===== src/rtl/scsi_stub_pkg.sv =====
package scsi_stub_pkg;

  localparam int DATA_W  = 8;
  localparam int IDX_W   = 4;
  localparam int NREG    = 1 << IDX_W;

  localparam int CMD_IDX  = 3;
  localparam int STAT_IDX = 4;
  localparam int ISR_IDX  = 5;
  localparam int SEQ_IDX  = 6;
  localparam int ID_IDX   = 14;

  localparam logic [DATA_W-1:0] ID_VALUE       = 8'h04;
  localparam logic [DATA_W-1:0] SEL_STAT_VALUE = 8'h1A;
  localparam logic [DATA_W-1:0] SEL_ISR_VALUE  = 8'h20;
  localparam logic [DATA_W-1:0] SEL_SEQ_VALUE  = 8'h04;

  typedef enum logic [6:0] {
    CMD_NOP      = 7'h00,
    CMD_CHIP_RST = 7'h02,
    CMD_BUS_RST  = 7'h03,
    CMD_SET_ATN  = 7'h1A,
    CMD_SEL_ATN  = 7'h42
  } cmd_e;

  typedef struct packed {
    logic select;
    logic chip_rst;
  } cmd_act_t;

  function automatic logic [DATA_W-1:0] reset_value(input int idx);
    return (idx == ID_IDX) ? ID_VALUE : '0;
  endfunction

  function automatic logic [DATA_W-1:0] select_value(input int idx);
    case (idx)
      STAT_IDX: return SEL_STAT_VALUE;
      ISR_IDX:  return SEL_ISR_VALUE;
      SEQ_IDX:  return SEL_SEQ_VALUE;
      default:  return '0;
    endcase
  endfunction

  function automatic logic select_loads(input int idx);
    return (idx == STAT_IDX) || (idx == ISR_IDX) || (idx == SEQ_IDX);
  endfunction

endpackage


===== src/rtl/ssr_addr_decode.sv =====
module ssr_addr_decode
  import scsi_stub_pkg::*;
#(
  parameter int ADDR_W = 8,
  parameter logic [NREG-1:0] WR_MASK = 16'h0107
) (
  input  logic              wr_en,
  input  logic              rd_en,
  input  logic [ADDR_W-1:0] addr,
  output logic [IDX_W-1:0]  idx,
  output logic              wr_store,
  output logic              wr_cmd,
  output logic              rd_isr
);

  localparam int IDX_LSB = 2;
  localparam int IDX_MSB = IDX_LSB + IDX_W - 1;

  always_comb begin
    idx      = addr[IDX_MSB:IDX_LSB];
    wr_store = wr_en && WR_MASK[idx];
    wr_cmd   = wr_en && (idx == IDX_W'(CMD_IDX));
    rd_isr   = rd_en && (idx == IDX_W'(ISR_IDX));
  end

endmodule


===== src/rtl/ssr_cmd_decode.sv =====
module ssr_cmd_decode
  import scsi_stub_pkg::*;
(
  input  logic              wr_cmd,
  input  logic [DATA_W-1:0] wr_data,
  output cmd_act_t          act
);

  cmd_e code;

  always_comb begin
    code = cmd_e'(wr_data[6:0]);
    act  = '0;
    if (wr_cmd) begin
      case (code)
        CMD_SEL_ATN:  act.select   = 1'b1;
        CMD_CHIP_RST: act.chip_rst = 1'b1;
        default:      act          = '0;
      endcase
    end
  end

endmodule


===== src/rtl/ssr_reg_bank.sv =====
module ssr_reg_bank
  import scsi_stub_pkg::*;
(
  input  logic              clk,
  input  logic              rst_n,
  input  logic [IDX_W-1:0]  idx,
  input  logic              wr_store,
  input  logic              rd_en,
  input  logic [DATA_W-1:0] wr_data,
  input  cmd_act_t          act,
  output logic [DATA_W-1:0] rd_data
);

  logic [DATA_W-1:0] regs [NREG];

  for (genvar g = 0; g < NREG; g++) begin : g_reg
    localparam logic [DATA_W-1:0] RST_V = reset_value(g);
    localparam logic [DATA_W-1:0] SEL_V = select_value(g);
    localparam logic              SEL_L = select_loads(g);
    logic [DATA_W-1:0] q;

    always_ff @(posedge clk or negedge rst_n) begin
      if (!rst_n) begin
        q <= RST_V;
      end else if (act.chip_rst) begin
        q <= RST_V;
      end else if (act.select && SEL_L) begin
        q <= SEL_V;
      end else if (wr_store && (idx == IDX_W'(g))) begin
        q <= wr_data;
      end
    end

    assign regs[g] = q;
  end

  always_comb begin
    rd_data = rd_en ? regs[idx] : '0;
  end

endmodule


===== src/rtl/ssr_irq_ctrl.sv =====
module ssr_irq_ctrl
  import scsi_stub_pkg::*;
(
  input  logic     clk,
  input  logic     rst_n,
  input  cmd_act_t act,
  input  logic     rd_isr,
  output logic     irq
);

  always_ff @(posedge clk or negedge rst_n) begin
    if (!rst_n) begin
      irq <= 1'b0;
    end else if (act.chip_rst) begin
      irq <= 1'b0;
    end else if (act.select) begin
      irq <= 1'b1;
    end else if (rd_isr) begin
      irq <= 1'b0;
    end
  end

endmodule


===== src/rtl/scsi_regstub.sv =====
module scsi_regstub
  import scsi_stub_pkg::*;
#(
  parameter int ADDR_W = 8
) (
  input  logic              clk,
  input  logic              rst_n,
  input  logic              wr_en,
  input  logic              rd_en,
  input  logic [ADDR_W-1:0] addr,
  input  logic [7:0]        wr_data,
  output logic [7:0]        rd_data,
  output logic              irq
);

  localparam logic [NREG-1:0] WR_MASK = 16'h0107;

  logic [IDX_W-1:0] idx;
  logic             wr_store;
  logic             wr_cmd;
  logic             rd_isr;
  cmd_act_t         act;

  ssr_addr_decode #(
    .ADDR_W  (ADDR_W),
    .WR_MASK (WR_MASK)
  ) i_dec (
    .wr_en    (wr_en),
    .rd_en    (rd_en),
    .addr     (addr),
    .idx      (idx),
    .wr_store (wr_store),
    .wr_cmd   (wr_cmd),
    .rd_isr   (rd_isr)
  );

  ssr_cmd_decode i_cmd (
    .wr_cmd  (wr_cmd),
    .wr_data (wr_data),
    .act     (act)
  );

  ssr_reg_bank i_bank (
    .clk      (clk),
    .rst_n    (rst_n),
    .idx      (idx),
    .wr_store (wr_store),
    .rd_en    (rd_en),
    .wr_data  (wr_data),
    .act      (act),
    .rd_data  (rd_data)
  );

  ssr_irq_ctrl i_irq (
    .clk    (clk),
    .rst_n  (rst_n),
    .act    (act),
    .rd_isr (rd_isr),
    .irq    (irq)
  );

endmodule


===== config.mk =====
export PLATFORM = sky130hd
export DESIGN_NAME = scsi_regstub
export DESIGN_NICKNAME = d
export VERILOG_FILES = /design/src/rtl/scsi_stub_pkg.sv /design/src/rtl/ssr_addr_decode.sv /design/src/rtl/ssr_cmd_decode.sv /design/src/rtl/ssr_reg_bank.sv /design/src/rtl/ssr_irq_ctrl.sv /design/src/rtl/scsi_regstub.sv
export SDC_FILE = /design/constraint.sdc
export NUM_CORES = 1
export LEC_CHECK = 0
export ABC_AREA = 1
export BUFFER_PORTS_ARGS = -buffer_cell sky130_fd_sc_hd__buf_2
export CORE_MARGIN = 2
export CORE_UTILIZATION = 65
export CTS_CLUSTER_DIAMETER = 50
export DETAILED_ROUTE_END_ITERATION = 8
export PLACE_DENSITY_LB_ADDON = 0.3
export SLEW_MARGIN = 20
export SYNTH_ARGS = -nofsm -noshare
export SYNTH_HDL_FRONTEND = slang
export SYNTH_SLANG_ARGS = --single-unit

===== constraint.sdc =====
create_clock -name clk -period 4 [get_ports clk]
set_input_delay 0.8 -clock clk [delete_from_list [all_inputs] [get_ports clk]]
set_output_delay 0.8 -clock clk [all_outputs]
set_load 0.02 [all_outputs]

### Word level (Yosys, flattened, before mapping)

Memories as Yosys holds them, arrays and structs flattened.
Cells that the tools add are included.

| word-level totals | value |
|---|---|
| bits in registers | 129 |
| memory bits (read-only) | 16 |
| output and inout port bits | 9 |
| memories kept | 1 |

Memory list:

| memory | depth | bits a word | rd ports | clocked after memory_dff | wr ports | line | text |
|---|---|---|---|---|---|---|---|
| (no name shown) | 16 | 1 | 1 | 0 | 0 | ssr_addr_decode.sv:21 | `wr_store = wr_en && WR_MASK[idx];` |

| operators by class | value |
|---|---|
| $lt $le $gt $ge | 2 |
| eq/ne operators | 17 |
| mux-type cells | 46 |
| bitwise gates (word level) | 1 |
| reductions and logical operators | 37 |

Operator list:

| kind | count |
|---|---|
| 8-bit two-way mux | 38 |
| 8-bit binary-select mux with 4-bit select | 1 |
| 4-bit equality test (second input constant) | 8 |
| 2-bit nonzero test | 13 |
| 1-bit logical AND | 19 |
| 4-bit by 3-bit equality test with 1-bit output (second input constant) | 4 |
| 3-bit nonzero test | 4 |
| 4-bit by 2-bit equality test with 1-bit output (second input constant) | 2 |
| 7-bit by 2-bit equality test with 1-bit output (second input constant) | 1 |
| 7-bit equality test (second input constant) | 1 |
| 1-bit two-way mux | 6 |
| 5-bit greater-or-equal comparator (second input constant) | 1 |
| 4-bit by 5-bit < comparator with 1-bit output (second input constant) | 1 |
| 4-bit NOT with 5-bit output | 1 |
| 4-bit by 1-bit equality test with 1-bit output (second input constant) | 1 |
| 4-bit zero test | 1 |
| 2-bit two-way mux | 1 |

### Longest topological paths before layout

| depth | value |
|---|---|
| depth in word-level cells | 7 |
| depth in mapped cells | 11 |

### By module

Synthesis repeated with hierarchy kept, for this count alone.

| second synthesis, totals | value |
|---|---|
| cell total of the unflattened synthesis | 1000 |
| area, all modules | 6806.5 sq um |

Modules (own cells, without submodules):

| module | times used | cells an instance | area an instance (sq um) | sequential area each (sq um) |
|---|---|---|---|---|
| ssr_reg_bank | 1 | 965 | 6622.6 | 3204.3 |
| ssr_addr_decode | 1 | 17 | 87.6 | 0.0 |
| ssr_cmd_decode | 1 | 13 | 51.3 | 0.0 |
| ssr_irq_ctrl | 1 | 5 | 45.0 | 25.0 |

### Least setup slack after synthesis

OpenSTA, ideal clock, no wires.

| timing | value |
|---|---|
| path type | input port to output port |
| from | input addr[3] |
| to | output rd_data[2] |
| data arrival time | 1877 ps |
| slack | 1323 ps |
| stages on the path | 9 |
| buffers on the path | 2 |
| cell sequence | buf_2 -> inv_2 -> buf_1 -> nand2_1 -> nand2_1 -> nand2_1 -> nand2_1 -> nor2_1 -> nor2_1 |

| on the way | value |
|---|---|
| word-level cells in the longest chain between the ends | 5 |

Ends and longest elaborated chain:

| element | line | text |
|---|---|---|
| from (decl) | scsi_regstub.sv:10 | `input logic [ADDR_W-1:0] addr,` |
| 4-bit NOT with 5-bit output (not written as such) | ssr_reg_bank.sv:38 | `rd_data = rd_en ? regs[idx] : '0;` |
| 8-bit binary-select mux with 4-bit select | ssr_reg_bank.sv:38 |  |
| 8-bit two-way mux (not written as such) (2 in series) | ssr_reg_bank.sv:38 |  |
| 8-bit two-way mux | ssr_reg_bank.sv:38 |  |
| to (decl) | scsi_regstub.sv:12 | `output logic [7:0] rd_data,` |

Every way passes these cells. The select of a mux whose other input is x is not followed.

### Worst setup path in the final report

| timing | value |
|---|---|
| from | input addr[2] |
| to | output rd_data[7] |

Same word-level chain as after synthesis.

==> flow_summary_export.csv <==
group,metric,value,unit
outcome,status,"finished, final reports clean",
pwr,power_frac_clock,47.1,%
setup_path,slowest_stage,"buf_4",
yosys,synth_fp_nets,851,
sta,finalSetupTns,0,ns
clock_tree,clock_path_buffers,2,
yosys,ys_seq_elements,129,
sta,rsz0062_at_grt,"false",
clock_tree,cts_made_buffers,17,
sta,worstMarginPinSlew,0.990,ns
finish,area_delta_synth_final,12.6,%
sta,slew_violations,0,
setup_path,path_class,"in2out",
clock_tree,htree_levels,4,
grt,globalRouteOverflowTotal,0,
routing,dr.pass1.iters,7,
yosys,synth_area_leaders,"dfrtp_1, nand2_1, inv_1, nor2_1, nand3_1",
setup_path,worstPathCellList,"buf_2 -> inv_2 -> buf_4 -> nand2_1 -> nand2_1 -> nand2_1 -> nand2_1 -> nand2_1 -> nand2_1 -> nor2_1 -> nor2_1 -> buf_2",
setup_path,slowest_delay,0.31,ns
finish,layout-drive-gt1-share,9.19,%
yosys,syn-cell-area,6080,µm²
pwr,leakage,0.00420,µW
routing,drt-initial-drc-count,350,
setup_path,critPathArrivalTime,2.36,ns
routing,wl,13.5,mm
grt,antenna_found_initial,0,
clock_tree,cts_sinks,129,
floorplanning,dieWidth,101,µm
sta,hold_ws,0.433,ns
yosys,synth_top_area_share,52.7,%
grt,grt_max_degree,79,
sta,fin_skew,0,ns
finish,fin_cells,971,
flow_run,maxCapViolCount,0,
clock_tree,cts-resized-gates,0,
clock_tree,clk_latency,0.51,ns
sta,fmax,317,MHz
pwr,p_switching,836,µW
pwr,ir_drop,0.308,mV
pwr,comb_power_share,10.0,%
pwr,powerDensity,489,nW/µm²
pwr,power.total,3350,µW
setup_path,start_kind,"input pin",
pwr,p_int,2510,µW
finish,layout.nets,867,
yosys,yosysSeqAreaShare,53.1,%
placed_design,post-dp-hpwl,8.07,mm
yosys,avgSynthCellArea,7.32,µm²
clock_tree,cts_tree,"done",
clock_tree,clk_pin_slew,0.06,ns
routing,ant_nets,0,
placed_design,place.gp.congestion,0.864,
routing,detail_route.wl_per_cell,13.9,µm
yosys,synth_cells,831,
placed_design,port_buffers,24,
yosys,synth_top_area_cell,"dfrtp_1",
floorplanning,ios,29,
placed_design,place_area,6240,µm²
sta,slew_headroom,34.0,%
yosys,yosysWarnings,0,
finish,final_area,6850,µm²
clock_tree,cts_hold_buf,0,
sta,min_period,3.16,ns
routing,vias,5099,
grt,grt_use_total,29.4,%
finish,layout_common_cells,"nand2_1, dfrtp_1, inv_1, nor2_1, nand3_1",
pwr,power_switching_share,25.0,%
floorplanning,die_area,10100,µm²
sta,finalSetupViolCount,0,
clock_tree,postCtsSetupBuffers,0,
placed_design,dp_cells,939,
floorplanning,core-area,9150,µm²
sta,finalHoldViolCount,0,
grt,grt_pass1_wl,23.0,mm
floorplanning,fp.dieH,101,µm
setup_path,crit_required,3.20,ns
setup_path,endpoint_kind,"primary output",
setup_path,critPathMaxFanout,17,
floorplanning,initial_utilization,66.4,%
finish,n_antenna_cell,0,
routing,drc,0,
hold_path,hold_path.class,"in2async",
clock_tree,clockRootBuffer,"clkbuf_8",
routing,viasPerCell,5.25,
finish,layout_commonest_cell,"nand2_1",
pwr,p_seq_share,42.9,%
setup_path,critPathMostFrequentCell,"nand2_1",
sta,timing.final.crit_share,78.9,%
yosys,synth_cell_type_count,24,
floorplanning,rows,35,
grt,grt_pass1_vias,4965,
worst max-delay path: cells and delay by family:
kind / cells / cell delay (ns)
and+or+nand+nor: 8 / 0.68
buffers and inverters: 4 / 0.87
area by class of cell:
cell class	count	area, µm²
clock buffer	18	418
sequential	129	3230
fill	659	2300
inverter	118	443
clock inverter	14	189
timing repair buffer	31	213
tap	111	139
multi-input combinational	550	2220
layer usage:
metal  track usage (%)  share of wire (%)  up-vias
li1                  -                  -     2467
met1              38.5                 41     2401
met2              47.7                 50      196
met3              6.24                6.4       35
met4              12.4                2.5        0
met5                 0                  0        -
synth_stat cells (all sizes together):
cell / instances
nand2: 366
dfrtp: 128
inv: 118
nor2: 114
nand3: 37
buf: 30
o21ai: 27
clkbuf: 4
nand4: 2
nor3: 2
dfstp: 1
nand3b: 1
or2: 1
worst paths after layout:
path                                             from               endpoint  slack (ns)  depth (start not counted)
worst max-delay path                          addr[2]             rd_data[7]        0.84                         12
worst min-delay path                            rst_n  i_bank.g_reg[15].q[3]        0.43                          1
worst max register to register  i_bank.g_reg[14].q[2]  i_bank.g_reg[14].q[2]        3.28                          1
worst min register to register  i_bank.g_reg[10].q[2]  i_bank.g_reg[10].q[2]        0.49                          2
max in group asynchronous                       rst_n   i_bank.g_reg[9].q[4]        2.75                          2
min in group clk                i_bank.g_reg[10].q[2]  i_bank.g_reg[10].q[2]        0.49                          2
metrics by stage:
step                setup WS [ns]  util, %
CTS                         0.867     74.8
global route                0.764     74.8
global placement            0.923     68.2
floorplan                    1.32        -
detailed placement          0.914     68.2
finish                      0.844     74.8
kinds of logic after synthesis:
| family | share of synthesized area, % |
|---|---|
| buffers and inverters | 10.4 |
| flip-flops | 53.1 |
| AND/OR/NAND/NOR | 34.2 |
| AO/OA/AOI/OAI | 2.22 |
flip-flops by register name, summed over array words and instances (netlist names):
register    count
i_irq.irq       1
i_bank.g.q    128
power by group through the flow:
stage,clock network (µW),logic [µW],registers [µW]
floorplan,0,226,1440
global placement,0,317,1450
detailed placement,0,326,1460
CTS,1580,335,1430
global route,1650,385,1440
finish,1580,335,1430
(Power assumes the default switching activity.)
